**config.mk**
```make
export PLATFORM = sky130hd
export DESIGN_NAME = nor_cmd_seq
export DESIGN_NICKNAME = d
export VERILOG_FILES = /design/src/rtl/nor_seq_pkg.sv /design/src/rtl/nor_seq_table.sv /design/src/rtl/nor_step_engine.sv /design/src/rtl/nor_addr_map.sv /design/src/rtl/nor_cmd_seq.sv
export SDC_FILE = /design/constraint.sdc
export NUM_CORES = 1
export LEC_CHECK = 0
export ABC_CLOCK_PERIOD_IN_PS = 2200
export CAP_MARGIN = 20
export CORE_ASPECT_RATIO = 2
export CORE_MARGIN = 10
export CORE_UTILIZATION = 50
export CTS_BUF_LIST = sky130_fd_sc_hd__clkbuf_8
export DETAILED_ROUTE_END_ITERATION = 6
export DONT_BUFFER_PORTS = 1
export GPL_ROUTABILITY_DRIVEN = 0
export MAX_ROUTING_LAYER = met4
export PLACE_DENSITY = 0.68
export SYNTH_ARGS = -nofsm -noshare
export SYNTH_HDL_FRONTEND = slang
export SYNTH_HIERARCHICAL = 1
export SYNTH_SLANG_ARGS = --single-unit
```
**constraint.sdc**
```tcl
create_clock -name clk -period 2.2 [get_ports clk]
set_input_delay 0.11 -clock clk [delete_from_list [all_inputs] [get_ports clk]]
set_output_delay 0.11 -clock clk [all_outputs]
set_load 0.05 [all_outputs]
```
**src/rtl/nor_seq_pkg.sv**
```systemverilog
package nor_seq_pkg;

  localparam int STEP_W = 3;
  localparam int OFS_W  = 11;

  typedef enum logic [2:0] {
    OP_ID     = 3'd0,
    OP_RDMODE = 3'd1,
    OP_PROG   = 3'd2,
    OP_SECT   = 3'd3,
    OP_CHIP   = 3'd4,
    OP_QUERY  = 3'd5
  } nor_op_e;

  typedef enum logic [1:0] {
    ENG_IDLE   = 2'd0,
    ENG_STROBE = 2'd1,
    ENG_GAP    = 2'd2
  } eng_state_e;

  // word offsets decoded by the flash command state machine
  localparam logic [OFS_W-1:0] OFS_KEY_A = 11'h555;
  localparam logic [OFS_W-1:0] OFS_KEY_B = 11'h2AA;
  localparam logic [OFS_W-1:0] OFS_QUERY = 11'h055;
  localparam logic [OFS_W-1:0] OFS_HOME  = 11'h000;

  localparam logic [7:0] DAT_KEY_A  = 8'hAA;
  localparam logic [7:0] DAT_KEY_B  = 8'h55;
  localparam logic [7:0] DAT_ID     = 8'h90;
  localparam logic [7:0] DAT_PROG   = 8'hA0;
  localparam logic [7:0] DAT_ESETUP = 8'h80;
  localparam logic [7:0] DAT_SECT   = 8'h30;
  localparam logic [7:0] DAT_CHIP   = 8'h10;
  localparam logic [7:0] DAT_RDMODE = 8'hF0;
  localparam logic [7:0] DAT_QUERY  = 8'h98;

  function automatic logic op_known(input logic [2:0] op);
    return op <= 3'd5;
  endfunction

  function automatic logic op_modifies(input logic [2:0] op);
    return (op == OP_PROG) || (op == OP_SECT) || (op == OP_CHIP);
  endfunction

endpackage

```
**src/rtl/nor_seq_table.sv**
```systemverilog
module nor_seq_table
  import nor_seq_pkg::*;
#(
  parameter int ADDR_W = 22,
  parameter int DATA_W = 16
) (
  input  logic [2:0]        op,
  input  logic [STEP_W-1:0] step,
  input  logic [ADDR_W-1:0] tgt_word,
  input  logic [DATA_W-1:0] usr_data,
  output logic [ADDR_W-1:0] word_ofs,
  output logic [DATA_W-1:0] wr_data,
  output logic              last
);

  logic             use_tgt;
  logic             use_usr;
  logic [OFS_W-1:0] ofs;
  logic [7:0]       cmd;
  logic             key_b_step;

  // steps 1 and 4 carry the second handshake key
  assign key_b_step = (step == 3'd1) || (step == 3'd4);

  always_comb begin
    use_tgt = 1'b0;
    use_usr = 1'b0;
    ofs     = OFS_HOME;
    cmd     = 8'h00;
    last    = 1'b0;
    case (op)
      OP_RDMODE: begin
        ofs  = OFS_HOME;
        cmd  = DAT_RDMODE;
        last = 1'b1;
      end
      OP_QUERY: begin
        ofs  = OFS_QUERY;
        cmd  = DAT_QUERY;
        last = 1'b1;
      end
      OP_ID: begin
        if (step < 3'd2) begin
          ofs = key_b_step ? OFS_KEY_B : OFS_KEY_A;
          cmd = key_b_step ? DAT_KEY_B : DAT_KEY_A;
        end else begin
          ofs  = OFS_KEY_A;
          cmd  = DAT_ID;
          last = 1'b1;
        end
      end
      OP_PROG: begin
        if (step < 3'd2) begin
          ofs = key_b_step ? OFS_KEY_B : OFS_KEY_A;
          cmd = key_b_step ? DAT_KEY_B : DAT_KEY_A;
        end else if (step == 3'd2) begin
          ofs = OFS_KEY_A;
          cmd = DAT_PROG;
        end else begin
          use_tgt = 1'b1;
          use_usr = 1'b1;
          last    = 1'b1;
        end
      end
      OP_SECT, OP_CHIP: begin
        if (step == 3'd2) begin
          ofs = OFS_KEY_A;
          cmd = DAT_ESETUP;
        end else if (step < 3'd5) begin
          ofs = key_b_step ? OFS_KEY_B : OFS_KEY_A;
          cmd = key_b_step ? DAT_KEY_B : DAT_KEY_A;
        end else begin
          last = 1'b1;
          if (op == OP_SECT) begin
            use_tgt = 1'b1;
            cmd     = DAT_SECT;
          end else begin
            ofs = OFS_KEY_A;
            cmd = DAT_CHIP;
          end
        end
      end
      default: begin
        last = 1'b1;
      end
    endcase
  end

  assign word_ofs = use_tgt ? tgt_word : {{(ADDR_W-OFS_W){1'b0}}, ofs};
  assign wr_data  = use_usr ? usr_data : {{(DATA_W-8){1'b0}}, cmd};

endmodule

```
**src/rtl/nor_step_engine.sv**
```systemverilog
module nor_step_engine
  import nor_seq_pkg::*;
#(
  parameter int STROBE_CYC = 3
) (
  input  logic              clk,
  input  logic              rst_n,
  input  logic              start,
  input  logic              last,
  output logic              busy,
  output logic              strobe,
  output logic [STEP_W-1:0] step,
  output logic              done
);

  localparam int CNT_W = $clog2(STROBE_CYC + 1);
  localparam logic [CNT_W-1:0] CNT_END = CNT_W'(STROBE_CYC - 1);

  eng_state_e        state_q, state_d;
  logic [CNT_W-1:0]  cnt_q, cnt_d;
  logic [STEP_W-1:0] step_q, step_d;
  logic              done_q, done_d;

  always_comb begin
    state_d = state_q;
    cnt_d   = cnt_q;
    step_d  = step_q;
    done_d  = 1'b0;
    case (state_q)
      ENG_IDLE: begin
        if (start) begin
          state_d = ENG_STROBE;
          cnt_d   = '0;
          step_d  = '0;
        end
      end
      ENG_STROBE: begin
        if (cnt_q == CNT_END) begin
          state_d = ENG_GAP;
        end else begin
          cnt_d = cnt_q + CNT_W'(1);
        end
      end
      ENG_GAP: begin
        if (last) begin
          state_d = ENG_IDLE;
          done_d  = 1'b1;
        end else begin
          state_d = ENG_STROBE;
          cnt_d   = '0;
          step_d  = step_q + STEP_W'(1);
        end
      end
      default: begin
        state_d = ENG_IDLE;
      end
    endcase
  end

  always_ff @(posedge clk or negedge rst_n) begin
    if (!rst_n) begin
      state_q <= ENG_IDLE;
      cnt_q   <= '0;
      step_q  <= '0;
      done_q  <= 1'b0;
    end else begin
      state_q <= state_d;
      cnt_q   <= cnt_d;
      step_q  <= step_d;
      done_q  <= done_d;
    end
  end

  assign busy   = (state_q != ENG_IDLE);
  assign strobe = (state_q == ENG_STROBE);
  assign step   = step_q;
  assign done   = done_q;

endmodule

```
**src/rtl/nor_addr_map.sv**
```systemverilog
module nor_addr_map #(
  parameter int                ADDR_W    = 22,
  parameter int                BUS_AW    = 26,
  parameter logic [BUS_AW-1:0] BANK_BASE = '0
) (
  input  logic [ADDR_W-1:0] word_ofs,
  output logic [BUS_AW-1:0] byte_addr
);

  localparam int PAD_W = BUS_AW - ADDR_W - 1;

  // 16-bit device on a byte-addressed bus: word offset scaled by two
  assign byte_addr = BANK_BASE + {{PAD_W{1'b0}}, word_ofs, 1'b0};

endmodule

```
**src/rtl/nor_cmd_seq.sv**
```systemverilog
module nor_cmd_seq
  import nor_seq_pkg::*;
#(
  parameter int                ADDR_W     = 22,
  parameter int                DATA_W     = 16,
  parameter int                BUS_AW     = 26,
  parameter logic [BUS_AW-1:0] BANK_BASE  = 26'h100_0000,
  parameter int                STROBE_CYC = 3
) (
  input  logic              clk,
  input  logic              rst_n,
  input  logic              req_valid,
  input  logic [2:0]        req_op,
  input  logic [ADDR_W-1:0] req_addr,
  input  logic [DATA_W-1:0] req_data,
  input  logic              lock_i,
  output logic              busy,
  output logic              done,
  output logic              rejected,
  output logic              refused,
  output logic [BUS_AW-1:0] bus_addr,
  output logic [DATA_W-1:0] bus_data,
  output logic              bus_ce_n,
  output logic              bus_we_n
);

  // reset: asserted asynchronously, released on the clock
  logic [1:0] rst_sync_q;
  logic       rst_int_n;

  always_ff @(posedge clk or negedge rst_n) begin
    if (!rst_n) rst_sync_q <= 2'b00;
    else        rst_sync_q <= {rst_sync_q[0], 1'b1};
  end
  assign rst_int_n = rst_sync_q[1];

  logic              eng_busy;
  logic              eng_strobe;
  logic              eng_done;
  logic              tbl_last;
  logic [STEP_W-1:0] eng_step;
  logic [ADDR_W-1:0] tbl_word;
  logic [DATA_W-1:0] tbl_data;

  logic [2:0]        op_q;
  logic [ADDR_W-1:0] addr_q;
  logic [DATA_W-1:0] data_q;
  logic              rej_q, rej_d;
  logic              ref_q, ref_d;
  logic              accept;
  logic              blocked;

  assign blocked = lock_i && op_modifies(req_op);
  assign accept  = req_valid && !eng_busy && op_known(req_op) && !blocked;

  always_comb begin
    rej_d = req_valid && eng_busy;
    ref_d = req_valid && !eng_busy && op_known(req_op) && blocked;
  end

  always_ff @(posedge clk or negedge rst_int_n) begin
    if (!rst_int_n) begin
      rej_q <= 1'b0;
      ref_q <= 1'b0;
    end else begin
      rej_q <= rej_d;
      ref_q <= ref_d;
    end
  end

  // request capture, enabled only on acceptance
  always_ff @(posedge clk or negedge rst_int_n) begin
    if (!rst_int_n) begin
      op_q   <= OP_RDMODE;
      addr_q <= '0;
      data_q <= '0;
    end else if (accept) begin
      op_q   <= req_op;
      addr_q <= req_addr;
      data_q <= req_data;
    end
  end

  nor_step_engine #(
    .STROBE_CYC(STROBE_CYC)
  ) engine_i (
    .clk   (clk),
    .rst_n (rst_int_n),
    .start (accept),
    .last  (tbl_last),
    .busy  (eng_busy),
    .strobe(eng_strobe),
    .step  (eng_step),
    .done  (eng_done)
  );

  nor_seq_table #(
    .ADDR_W(ADDR_W),
    .DATA_W(DATA_W)
  ) table_i (
    .op      (op_q),
    .step    (eng_step),
    .tgt_word(addr_q),
    .usr_data(data_q),
    .word_ofs(tbl_word),
    .wr_data (tbl_data),
    .last    (tbl_last)
  );

  nor_addr_map #(
    .ADDR_W   (ADDR_W),
    .BUS_AW   (BUS_AW),
    .BANK_BASE(BANK_BASE)
  ) map_i (
    .word_ofs (tbl_word),
    .byte_addr(bus_addr)
  );

  assign bus_data = tbl_data;
  assign bus_ce_n = !eng_strobe;
  assign bus_we_n = !eng_strobe;
  assign busy     = eng_busy;
  assign done     = eng_done;
  assign rejected = rej_q;
  assign refused  = ref_q;

endmodule

```
---- Word-level counts from Yosys, hierarchy flattened ----
Index checks and enable logic that the tools add are counted.
word-level totals
  bits in registers ....................... 53
  bits of input ports ..................... 45
  output and inout bits ................... 48
  logic and storage cells ................. 97
cells by class
  add/sub/neg operators ................... 3
  magnitude comparators ................... 3
  equality and inequality tests ........... 18
  muxes and demuxes ....................... 42
  reductions and logical operators ........ 21
operators with widths
  operator                  number
  $mux W11                  7
  $mux W8                   6
  $pmux W11 S4              1
  $pmux W8 S5               1
  $add A25 B23 Y26 const A  1
  $mux W22                  1
  $mux W16                  1
  $eq A3 B2 Y1 const B      5
  $eq A3 B3 Y1 const B      4
  $mux W1                   12
  $pmux W2 S3               2
  $mux W2                   5
  $eq A3 B1 Y1 const B      2
  $logic_and A1 B1 Y1       6
  $mux W3                   2
  $mux W6                   1
  $ne A2 B2 Y1 const B      3
  $pmux W3 S2               1
  $eq A2 B2 Y1 const B      2
  $reduce_and A4 Y1         1
  $reduce_bool A2 Y1        2
  $add A3 B1 Y3 const B     1
  $le A3 B3 Y1 const B      1
  $logic_not A1 Y1          3
  other kinds (14)          16

---- Depth between registers and ports, before layout ----
Gate-level depths: netlist of the first run.
  depth in word-level cells ............... 8
  mapped depth ............................ 9

---- Modules after synthesis ----
The synthesis of the first run kept the hierarchy.
modules (own cells, without submodules)
  module           instances  cells each  area each (µm²)  sequential area each (µm²)
  nor_cmd_seq      1          109         1,904.3          1,127.3
  nor_seq_table    1          119         850.8            0.0
  nor_step_engine  1          35          419.2            200.2
  nor_addr_map     1          28          202.7            0.0

---- Least setup slack after synthesis of the first run ----
OpenSTA, ideal clock, no wires.
  path kind ............................... register to register
  start ................................... reg engine_i.state_q[1]
  end ..................................... reg engine_i.cnt_q[0]
  data arrival time ....................... 1.935 ns
  data required time ...................... 2.079 ns
  slack ................................... 0.144 ns
  stages on the path, launching flop included .. 10
  buffers on the path ..................... 2
  period minus slack after synthesis ...... 2.056 ns
  path through ............................ dfrtp_1 > buf_6 > or2_2 > nand2b_4 > a21oi_4 > nand2_4 > buf_6 > inv_1 > o311ai_2 > a22o_1
on the way
  longest elaborated chain between the ends .. 7
  elaborated cells between the ends (all ways) .. 14
  those cells by class .................... 5 x eq/ne; 1 x mux; 8 x reduce/logical
RTL lines
  element                             RTL line               RTL
  start, declared                     nor_step_engine.sv:19  eng_state_e state_q, state_d;
  start signal, assigned              nor_step_engine.sv:67  state_q <= state_d;
  $reduce_bool A2 Y1                  nor_step_engine.sv:74  assign busy = (state_q != ENG_IDLE);
  net busy                            nor_cmd_seq.sv:17      output logic busy,
  $logic_not A1 Y1                    nor_cmd_seq.sv:54      assign accept = req_valid && !eng_busy && op_known(req_op) && !blocked;
  $logic_and A1 B1 Y1 (3 in a row)    nor_cmd_seq.sv:54
  net accept                          nor_cmd_seq.sv:50      logic accept;
  $ne A2 B2 Y1 (no source line)       --
  $reduce_and A4 Y1 (no source line)  --
  end signal, assigned                nor_step_engine.sv:68  cnt_q <= cnt_d;
  end, declared                       nor_step_engine.sv:20  logic [CNT_W-1:0] cnt_q, cnt_d;
The timed path passes the listed nets, and every way through them passes these cells.
A chain may end at the register's enable or synchronous reset.

---- Worst setup path after layout of the first run ----
  start ................................... reg op_q[0]
  end ..................................... out bus_data[5]
on the way
  longest elaborated chain between the ends .. 6
  elaborated cells between the ends (all ways) .. 13
  those cells by class .................... 5 x eq/ne; 6 x mux; 2 x reduce/logical
RTL lines
  element                 RTL line                                  RTL
  start, declared         nor_cmd_seq.sv:45                         logic [2:0] op_q;
  start signal, assigned  nor_cmd_seq.sv:78                         op_q <= req_op;
  $eq A3 B2 Y1            nor_seq_table.sv:31, nor_seq_table.sv:74
  $mux W6                 nor_seq_table.sv:74                       if (op == OP_SECT) begin
  $mux W8                 nor_seq_table.sv:69                       end else if (step < 3'd5) begin
  $mux W8                 nor_seq_table.sv:66                       if (step == 3'd2) begin
  $pmux W8 S5             nor_seq_table.sv:31                       case (op)
  $mux W16 *              nor_seq_table.sv:90                       assign wr_data = use_usr ? usr_data : {{(DATA_W-8){1'b0}}, cmd};
  end, declared           nor_cmd_seq.sv:22                         output logic [DATA_W-1:0] bus_data,
Mark *: on every way between the ends. The rest lies on a longest branch, timed or not.

==> metrics.md, run 1 <==
| Metric | Value |
|---|---|
| Status | `finished clean` |
| Max_cap viols | `0` |
| Max VDD drop | `approximately 1.1 mV` |
| Total power | `7.33 mW` |
| Top post-synthesis cells by area | `dfrtp_1, mux2_4, buf_4` |
| WL final | `between 8000 and 9000 µm` |
| R2R Setup Slk | `~0.24 ns` |
| Worst r2r src | `engine_i/state_q[1]` |
| P_leak | `2.22 nW` |
| Nets | `between 400 and 500` |
| Synth area leader | `dfrtp_1` |
| Drt first pass iters | `4` |
| Top FF cell, synth | `dfrtp_1` |
| Min-Delay Path Class | `input port to async pin` |
| Clock transition at the registers of the reported paths | `~0.10 ns` |
| Tmin final | `approximately 2.1 ns` |
| Fillcell total | `468` |
| CTS Root Cell | `clkbuf_8` |
| Critical path launch point type | `flip-flop` |
| Mapped Cells | `291` |
| Pwr Density | `roughly 1600 nW/µm²` |
| Async SR Flop Fraction | `1.00` |
| Post-detailed-route via-to-cell ratio | `roughly 5.4` |
| # rows | `42` |
| Global routing usage on met2 | `0.301` |
| Layout cells sized above 1 | `0.369` |
| Final Cycle Share | `0.963` |
| R2R depth | `6` |
| Critical Path RT | `between 2 and 2.5 ns` |
| Most common cell after layout, fill and taps aside | `dfrtp_1` |
| Sequential area share after synthesis | `0.393` |
| Clock Skew | `roughly 0.01 ns` |
| Grt total ovfl | `0` |
| Rel. slew slack | `0.612` |
| Synth top area share | `0.385` |
| Synth warnings | `6` |
| Crit-path max FO | `5` |
| RR Endpoint | `data_q[2]` |
| Via count | `2,419` |
| Clock latency on the worst-skew pair | `0.33 ns` |
| Pre-CTS setup slack | `approximately 0.18 ns` |
| Final WS setup | `around 0.082 ns` |
| RSZ-0062 raised after global routing | `no` |
| Final hold violation count | `0` |
| Initial core utilization | `0.510` |
| CTS Sinks | `53` |
| CTS tree | `done` |
| First-pass GRT wire length | `between 10,000 and 15,000 µm` |
| Initial antenna violation count | `0` |
| Largest net degree at the start of global routing | `40` |
| Area of the core | `about 6600 µm²` |
| Routing usage on met1 | `0.167` |
| Fmax | `~0.47 GHz` |
| Synthesis-stage register bit count | `between 50 and 60` |
| Post-Syn Area | `between 3000 and 4000 µm²` |
| Count of cell types in the netlist | `55` |
| IO buf count | `0` |
| Setup TNS | `0 ns` |
| Layout Area Growth over Synthesis | `36.2%` |
| DRT iter0 DRCs | `approximately 210` |
| Tot GR Track Use | `0.164` |
| Global route hottest layer | `met2` |
| EDFF count, synth | `0` |
| Antenna-violating nets left | `0` |
| GRT met3 Usage | `0.0417` |
| Crit end category | `output pin` |
| Hpwl dp | `between 5000 and 6000 µm` |
| Syn Area/Cell | `about 12 µm²` |
| Die W | `78.1 µm` |
| Final Slew Violations | `0` |
| Measured slew at the worst slew-check pin | `~0.58 ns` |
| CTS Buf Count | `5` |
| Critical path type | `flip-flop to output pin` |
| Antenna cell count | `0` |
| Most frequent cells in the layout | `dfrtp_1, dlygate4sd3_1, buf_12` |
| Die area | `10,600 µm²` |
| Drt wl/cell | `between 15 and 20 µm` |
| Max clock buf depth | `2` |
| WP data arrival | `~2.0 ns` |
| Die Y | `around 140 µm` |
| Finish-stage setup viols | `0` |
| # DRC | `0` |
| I/O pin total | `slightly above 90` |
| Htree depth | `2` |
| Number of global-route vias before repair | `2,510` |
per-stage QoR:
| stage | hold slack [ns] | cells | util | area, µm² |
|---|---|---|---|---|
| 6_report | 0.0135 | 446 | 0.694 | 4600 |
| 3_5_place_dp | -0.185 | 385 | 0.600 | 3970 |
| 2_1_floorplan | -0.186 | 293 | - | 3380 |
| 3_3_place_gp | -0.185 | 385 | 0.600 | 3970 |
| 5_1_grt | 0.0140 | 446 | 0.694 | 4600 |
| 4_1_cts | 0.00926 | 441 | 0.686 | 4540 |
registers in the layout (all words and copies together) (netlist names):
register / flops
op_q: 3
engine_i/done: 1
rejected: 1
engine_i/cnt_q: 2
data_q: 16
refused: 1
addr_q: 22
engine_i/state_q: 2
rst_sync_q: 2
engine_i/step: 3
cell usage after synthesis, drive strengths merged (3+ instances only):
cell type,count
buf,47
nor2,8
nand2b,4
and2,21
nand2,8
o21ai,20
a21bo,6
mux2,40
a32o,3
dfrtp,52
conb,3
inv,10
nor2b,5
nor3,5
a22o,5
and3b,4
a2bb2oi,3
a21oi,11
a21o,9
logic make-up after synthesis:
kind of cell               Yosys count  share of synthesized area
AOI/OAI and AO/OA                   70                      0.162
and+or+nand+nor                     66                      0.129
buffers and inverters               57                      0.128
DFF                                 53                      0.393
muxes                               40                      0.177
other                                3                    0.00333
adders and majority gates            2                    0.00741
worst max-delay path by stage:
stage / start / to / slack, ns / depth (start not counted)
finish: op_q[0] / bus_data[5] / 0.08 / 7
global route: engine_i/step[1] / bus_data[3] / 0.01 / 6
CTS: engine_i/step[1] / bus_data[3] / 0.01 / 6
detailed placement: op_q[1] / engine_i/cnt_q[0] / 0.18 / 8
global placement: op_q[1] / engine_i/cnt_q[0] / 0.21 / 8
floorplan: engine_i/state_q[1] / engine_i/cnt_q[0] / 0.14 / 9
cell type report:
class / instances / area [µm²] / area share
Clock buffer: 5 / 68.8 / 0.0150
Clock inverter: 3 / 21.3 / 0.00463
Inverter: 10 / 37.5 / 0.00816
Multi-Input combinational cell: 183 / 1630 / 0.355
Sequential cell: 53 / 1330 / 0.290
Tap cell: 88 / 110 / 0.0239
Timing Repair Buffer: 104 / 1390 / 0.303
routing by layer:
metal,vias to the layer above,wire length [µm]
met5,-,0
met4,0,125
met3,12,500
met2,81,4860
met1,1216,3120
li1,1110,-
critical path: stages, from the launching register on:
cell     delay (ns)
dfstp_2        0.61
buf_12         0.12
buf_4          0.12
nor2b_1        0.06
a32oi_1        0.18
a31oi_1        0.12
a211o_1        0.31
buf_12         0.16
where the power goes:
group / internal (mW) / total (mW) / leakage, nW / switching (mW)
Sequential: 1.43 / 1.85 / 0.633 / 0.415
Combinational: 2.45 / 4.90 / 1.54 / 2.44
Clock: 0.227 / 0.585 / 0.0445 / 0.359
repair_timing:
item,CTS,global route
endpoints found under the hold margin,45,0
hold buffers,45,0
buffers inserted,3,5
setup endpoints to repair,26,29
gates resized for setup,3,2
pin swaps,0,0
Note: power is estimated with default switching activity, not from simulation.
==> run 2: changes to the inputs <==
--- a/config.mk
+++ b/config.mk
@@ -8,14 +8,13 @@
 export ABC_CLOCK_PERIOD_IN_PS = 2200
 export CAP_MARGIN = 20
 export CORE_ASPECT_RATIO = 2
-export CORE_MARGIN = 10
-export CORE_UTILIZATION = 50
+export CORE_UTILIZATION = 60
 export CTS_BUF_LIST = sky130_fd_sc_hd__clkbuf_8
 export DETAILED_ROUTE_END_ITERATION = 6
 export DONT_BUFFER_PORTS = 1
 export GPL_ROUTABILITY_DRIVEN = 0
 export MAX_ROUTING_LAYER = met4
-export PLACE_DENSITY = 0.68
+export PLACE_DENSITY_LB_ADDON = 0.15
 export SYNTH_ARGS = -nofsm -noshare
 export SYNTH_HDL_FRONTEND = slang
 export SYNTH_HIERARCHICAL = 1
==> run 2 against run 1 <==
Against the previous run: sequential share of layout area rose by 0.38 points; register-to-register slack got worse by 0.04 ns; non-clock buffer count decreased by 7; total power increased by 1.3%; clock power is 20% higher.
==> metrics.md, run 2 (synthesized netlist as in run 1, its figures left out) <==
| Metric | Value |
|---|---|
| Status | `finished clean (unchanged)` |
| Drt first pass iters | `4 (unchanged)` |
| Multi-input logic area | `1640 µm² (was 1630 µm²)` |
| Critical path type | `flip-flop to output pin (unchanged)` |
| CTS Sinks | `53 (unchanged)` |
| Area of the core | `5420 µm² (was 6620 µm²)` |
| WP data arrival | `2.05 ns (was 2.01 ns)` |
| Initial antenna violation count | `0 (unchanged)` |
| Most frequent cells in the layout | `dfrtp_1, dlygate4sd3_1, mux2_4, buf_12, and2_1 (was dfrtp_1, dlygate4sd3_1, buf_12)` |
| Crit end category | `output pin (unchanged)` |
| Pre-CTS setup slack | `0.127 ns (was 0.179 ns)` |
| Critical Path, Cell by Cell | `buf_6 > a21boi_1 > o21ai_2 > o2111ai_4 > a21bo_1 > buf_12 (was buf_12 > buf_4 > nor2b_1 > a32oi_1 > a31oi_1 > a211o_1 > buf_12)` |
| Die Y | `108 µm (was 136 µm)` |
| Largest Register | `addr_q (unchanged)` |
| Die W | `55.1 µm (was 78.1 µm)` |
| Most common cell after layout, fill and taps aside | `dfrtp_1 (unchanged)` |
| Max clock buf depth | `2 (unchanged)` |
| Final hold violation count | `0 (unchanged)` |
| DP Area | `3950 µm² (was 3970 µm²)` |
| Max VDD drop | `1.53 mV (was 1.09 mV)` |
| Antenna-violating nets left | `0 (unchanged)` |
| Max_cap viols | `0 (unchanged)` |
| Crit-path max FO | `15 (was 5)` |
| Antenna cell count | `0 (unchanged)` |
| CTS Root Cell | `clkbuf_8 (unchanged)` |
| P_leak | `2.20 nW (was 2.22 nW)` |
| DRT iter0 DRCs | `81 (was 206)` |
| Total power | `7.42 mW (was 7.33 mW)` |
| First-pass GRT wire length | `12,800 µm (was 13,600 µm)` |
| CTS Buf Count | `5 (unchanged)` |
| FF+latch area | `1330 µm² (unchanged)` |
| Fmax | `0.462 GHz (was 0.472 GHz)` |
| Layout Area Growth over Synthesis | `34.4% (was 36.2%)` |
| Tmin final | `2.16 ns (was 2.12 ns)` |
| Htree depth | `2 (unchanged)` |
| Pwr Density | `1630 nW/µm² (was 1590 nW/µm²)` |
| Critical path launch point type | `flip-flop (unchanged)` |
| Biggest regs | `addr_q: 22 flops, data_q: 16 flops (unchanged)` |
| Post-route cell area | `4540 µm² (was 4600 µm²)` |
| Max FFs per register | `22 (unchanged)` |
| Clock Skew | `0.0125 ns (was 0.00991 ns)` |
| # rows | `38 (was 42)` |
| Via count | `2,413 (was 2,419)` |
| IO buf count | `0 (unchanged)` |
| Final Cycle Share | `0.983 (was 0.963)` |
| Post-CTS Setup Inserts | `0 (was 3)` |
| Die area | `5950 µm² (was 10,600 µm²)` |
| Finish-stage setup viols | `0 (unchanged)` |
| RSZ-0062 raised after global routing | `yes (was no)` |
| WL final | `8540 µm (was 8610 µm)` |
| Final WS setup | `0.0378 ns (was 0.0825 ns)` |
| I/O pin total | `93 (unchanged)` |
| Slowest cell delay on critical path | `0.59 ns (was 0.61 ns)` |
| Placed Cells | `358 (was 385)` |
| Setup TNS | `0 ns (unchanged)` |
| Hpwl dp | `4970 µm (was 5920 µm)` |
| Largest net degree at the start of global routing | `52 (was 40)` |
| Fillcell total | `295 (was 468)` |
| Layout cells sized above 1 | `0.353 (was 0.369)` |
| CTS tree | `done (unchanged)` |
| Min-Delay Path Class | `input port to async pin (unchanged)` |
| Clock latency on the worst-skew pair | `0.32 ns (was 0.33 ns)` |
| Clock transition at the registers of the reported paths | `0.09 ns (was 0.10 ns)` |
| Post-detailed-route via-to-cell ratio | `5.87 (was 5.42)` |
| Nets | `397 (was 404)` |
| Drt wl/cell | `20.8 µm (was 19.3 µm)` |
| Grt total ovfl | `0 (unchanged)` |
| Critical Path RT | `2.09 ns (about the same)` |
| Number of global-route vias before repair | `2,609 (was 2,510)` |
| Layout Cells excl Fill | `411 (was 446)` |
| Initial core utilization | `0.623 (was 0.510)` |
| Final Slew Violations | `0 (unchanged)` |
| Slowest stage cell on the critical path | `dfstp_2 (unchanged)` |
| # DRC | `0 (unchanged)` |
| Tot GR Track Use | `0.316 (was 0.164)` |
==> run 2: cell count changes in the layout (fill, tap and decap cells not counted), sizes merged <==
cell / previous run / this run
buf: 59 / 52
bufinv: 0 / 1
clkinvlp: 1 / 0
clkinv: 1 / 0
clkbuf: 5 / 6
==> run 2: stage by stage <==
step	hold slack, ns	util
5_1_grt	0.0134	0.837
3_3_place_gp	-0.186	0.728
6_report	0.0132	0.837
4_1_cts	0.00421	0.834
2_1_floorplan	-0.186	-
3_5_place_dp	-0.186	0.728
==> run 2: layout make-up <==
| class | instances | share of cell area |
|---|---|---|
| multi-input cells | 183 | 0.362 |
| inverters | 10 | 0.00827 |
| clock inverters | 2 | 0.00744 |
| flip-flops and latches | 53 | 0.294 |
| well taps | 60 | 0.0165 |
| repair buffers | 97 | 0.294 |
| clock buffers | 6 | 0.0182 |
==> run 2: path summary, 6_finish.rpt <==
kind                               start                to  slack, ns  depth (start not counted)
setup / recovery                 op_q[0]       bus_addr[7]       0.04                          6
hold reg to reg            rst_sync_q[1]        data_q[14]       0.24                          1
setup reg to reg                 op_q[1]  engine_i/step[2]       0.20                          7
hold / removal                     rst_n     rst_sync_q[1]       0.01                          1
min in group clk               req_op[1]           op_q[0]       0.02                          2
max in group asynchronous  rst_sync_q[1]           op_q[0]       1.65                          1
==> run 2: timing repair <==
item	in CTS	in global routing
setup endpoints to repair	33	26
pin swaps	0	2
resized for setup	4	3
hold buffers	45	0
hold endpoints to repair	45	0
==> run 2: per-layer routing <==
layer / global-route usage / vias to the layer above / routed length, µm
met1: 0.313 / 1209 / 3010
li1: - / 1097 / -
met5: - / - / 0
met3: 0.0605 / 21 / 371
met2: 0.563 / 86 / 4880
met4: 0.132 / 0 / 279
==> run 2: power by group <==
part	total (mW)	internal, mW	switching, mW
Combinational	4.87	2.38	2.50
Clock	0.703	0.367	0.335
Sequential	1.85	1.43	0.417
==> run 2: worst max-delay path, delay by kind of cell, from the launching register on <==
kind / cells / cell delay, ns
AOI/OAI and AO/OA: 4 / 0.81
buffers and inverters: 2 / 0.34
DFF: 1 / 0.59
==> run 3: changes to the inputs <==
--- a/config.mk
+++ b/config.mk
@@ -8,7 +8,7 @@
 export ABC_CLOCK_PERIOD_IN_PS = 2200
 export CAP_MARGIN = 20
 export CORE_ASPECT_RATIO = 2
-export CORE_UTILIZATION = 60
+export CORE_UTILIZATION = 55
 export CTS_BUF_LIST = sky130_fd_sc_hd__clkbuf_8
 export DETAILED_ROUTE_END_ITERATION = 6
 export DONT_BUFFER_PORTS = 1
==> run 3 against run 2 <==
Against the previous run: critical endpoint is now bus_data[3]; the run now ends with DRC left; sequential power barely moved; flip-flop and latch count unchanged; highest routed layer unchanged; count of clock-buffer cells in the layout fell by 1; critical path type unchanged; combinational power decreased by 0.8%; final cell count up 1.7%.
==> metrics.md, run 3 (synthesized netlist as in run 1, its figures left out) <==
| Metric | Value |
|---|---|
| Fmax | `0.477 GHz (was 0.462 GHz)` |
| P_sw | `3.20 mW (was 3.25 mW)` |
| Max FFs per register | `22 (unchanged)` |
| Critical Path RT | `2.09 ns (about the same)` |
| # rows | `40 (was 38)` |
| Antenna cell count | `0 (unchanged)` |
| Clock Skew | `0.0106 ns (was 0.0125 ns)` |
| Critical path launch point type | `flip-flop (unchanged)` |
| Min-Delay Path Class | `input port to async pin (unchanged)` |
| Most common cell after layout, fill and taps aside | `dfrtp_1 (unchanged)` |
| Layout Area Growth over Synthesis | `33.9% (was 34.4%)` |
| Slowest cell delay on critical path | `0.53 ns (was 0.59 ns)` |
| Tmin final | `2.10 ns (was 2.16 ns)` |
| Critical path type | `flip-flop to output pin (unchanged)` |
| Die W | `57.4 µm (was 55.1 µm)` |
| Failing checks | `DRC` |
| Register share of total power | `0.253 (was 0.249)` |
| First-pass GRT wire length | `12,700 µm (was 12,800 µm)` |
| # DRC | `8 (was 0)` |
| Htree depth | `2 (unchanged)` |
| Total power | `7.25 mW (was 7.42 mW)` |
| Number of global-route vias before repair | `2,642 (was 2,609)` |
| Clock latency on the worst-skew pair | `0.33 ns (was 0.32 ns)` |
| Status | `complete, but fails checks (was finished clean)` |
| Drt wl/cell | `18.8 µm (was 20.8 µm)` |
| Final Cycle Share | `0.953 (was 0.983)` |
| Final hold violation count | `0 (unchanged)` |
| CTS Root Cell | `clkbuf_8 (unchanged)` |
| Slowest stage cell on the critical path | `dfrtp_2 (was dfstp_2)` |
| Critical Path, Cell by Cell | `buf_4 > and3_1 > o21ai_0 > a21oi_1 > a221o_1 > buf_12 (was buf_6 > a21boi_1 > o21ai_2 > o2111ai_4 > a21bo_1 > buf_12)` |
| Max VDD drop | `0.968 mV (was 1.53 mV)` |
| P_leak | `2.19 nW (was 2.20 nW)` |
| Max_cap viols | `0 (unchanged)` |
| Initial antenna violation count | `0 (unchanged)` |
| Tot GR Track Use | `0.264 (was 0.316)` |
| RSZ-0062 raised after global routing | `no (was yes)` |
| Largest net degree at the start of global routing | `33 (was 52)` |
| Biggest regs | `addr_q: 22 flops, data_q: 16 flops (unchanged)` |
| Die Y | `113 µm (was 108 µm)` |
| I/O pin total | `93 (unchanged)` |
| Final Slew Violations | `0 (unchanged)` |
| CTS tree | `done (unchanged)` |
| WP data arrival | `1.99 ns (was 2.05 ns)` |
| Crit-path max FO | `15 (unchanged)` |
| Post-detailed-route via-to-cell ratio | `5.70 (was 5.87)` |
| Cell internal pwr | `4.05 mW (was 4.17 mW)` |
| Clock power frac | `0.081 (was 0.095)` |
| Most frequent cells in the layout | `dfrtp_1, dlygate4sd3_1, mux2_4 (was dfrtp_1, dlygate4sd3_1, mux2_4, buf_12, and2_1)` |
| Crit end category | `output pin (unchanged)` |
| CTS Buf Count | `5 (unchanged)` |
| Finish-stage setup viols | `0 (unchanged)` |
| Max clock buf depth | `2 (unchanged)` |
| Sw Share | `0.441 (was 0.438)` |
| WL final | `7840 µm (was 8540 µm)` |
| IO buf count | `0 (unchanged)` |
| Layout cells sized above 1 | `0.363 (was 0.353)` |
| Area of the core | `5960 µm² (was 5420 µm²)` |
| Comb power frac | `0.666 (was 0.656)` |
| Initial core utilization | `0.567 (was 0.623)` |
| Clock transition at the registers of the reported paths | `0.10 ns (was 0.09 ns)` |
| Hpwl dp | `5220 µm (was 4970 µm)` |
| Nets | `401 (was 397)` |
| Via count | `2,382 (was 2,413)` |
| DRT iter0 DRCs | `77 (was 81)` |
| Die area | `6480 µm² (was 5950 µm²)` |
| Antenna-violating nets left | `0 (unchanged)` |
| CTS Sinks | `53 (unchanged)` |
| Drt first pass iters | `6 (was 4)` |
| Largest Register | `addr_q (unchanged)` |
| Setup TNS | `0 ns (unchanged)` |
| Pwr Density | `1600 nW/µm² (was 1630 nW/µm²)` |
| Grt total ovfl | `0 (unchanged)` |
[run 3: worst max-delay path, delay by kind of cell (launching register included)]
family	cells	cell delay (ns)
buffers and inverters	2	0.38
AOI/OAI and AO/OA	3	0.59
and+or+nand+nor	1	0.16
DFF	1	0.53
[run 3: power by group through the flow]
stage / Clock (mW) / Sequential [mW] / Combinational [mW]
2_1_floorplan: 0 / 1.68 / 3.41
3_3_place_gp: 0 / 1.84 / 4.60
3_5_place_dp: 0 / 1.86 / 4.67
4_1_cts: 0.594 / 1.83 / 4.80
5_1_grt: 0.644 / 1.89 / 5.05
6_report: 0.589 / 1.84 / 4.83
[run 3: stage by stage]
stage,util,hold slack (ns),instance area (µm²),setup slack [ns],cells
after floorplan,-,-0.186,3380,0.144,293
after CTS,0.756,0.0101,4500,0.00386,417
final,0.759,0.00573,4520,0.104,418
after detailed placement,0.662,-0.186,3940,0.222,362
after global placement,0.662,-0.185,3940,0.241,362
after global routing,0.759,0.00979,4520,0.00993,418
[run 3: routing by layer]
metal	up-vias	GRT usage	wire (µm)
met5	-	-	0
met4	0	0.104	165
met3	14	0.0469	363
met2	77	0.484	4490
met1	1181	0.268	2830
li1	1110	-	-
[run 3: area by class of cell]
type / count / area [µm²]
inverters: 10 / 37.5
clock buffers: 5 / 68.8
repair buffers: 101 / 1350
clock inverters: 3 / 21.3
well taps: 63 / 78.8
flip-flops and latches: 53 / 1340
fillers: 388 / 1430
multi-input cells: 183 / 1630
[run 3: timing repair]
item,4_1_cts,5_1_grt
hold endpoints to repair,45,0
setup buffers,2,1
endpoints found under the setup margin,37,29
gates cloned,0,0
hold buffers,45,0
resized for setup,2,4
[run 3: worst paths after layout]
| kind | from | to | slack (ns) | depth (start not counted) |
|---|---|---|---|---|
| worst max register to register | op_q[0] | engine_i/cnt_q[0] | 0.27 | 8 |
| min in group clk | req_op[1] | op_q[0] | 0.03 | 2 |
| worst min-delay path | rst_n | rst_sync_q[0] | 0.006 | 1 |
| worst max-delay path | engine_i/step[1] | bus_data[3] | 0.10 | 6 |
| worst min register to register | rst_sync_q[1] | data_q[9] | 0.23 | 0 |
| max in group asynchronous | rst_sync_q[1] | op_q[1] | 1.42 | 1 |
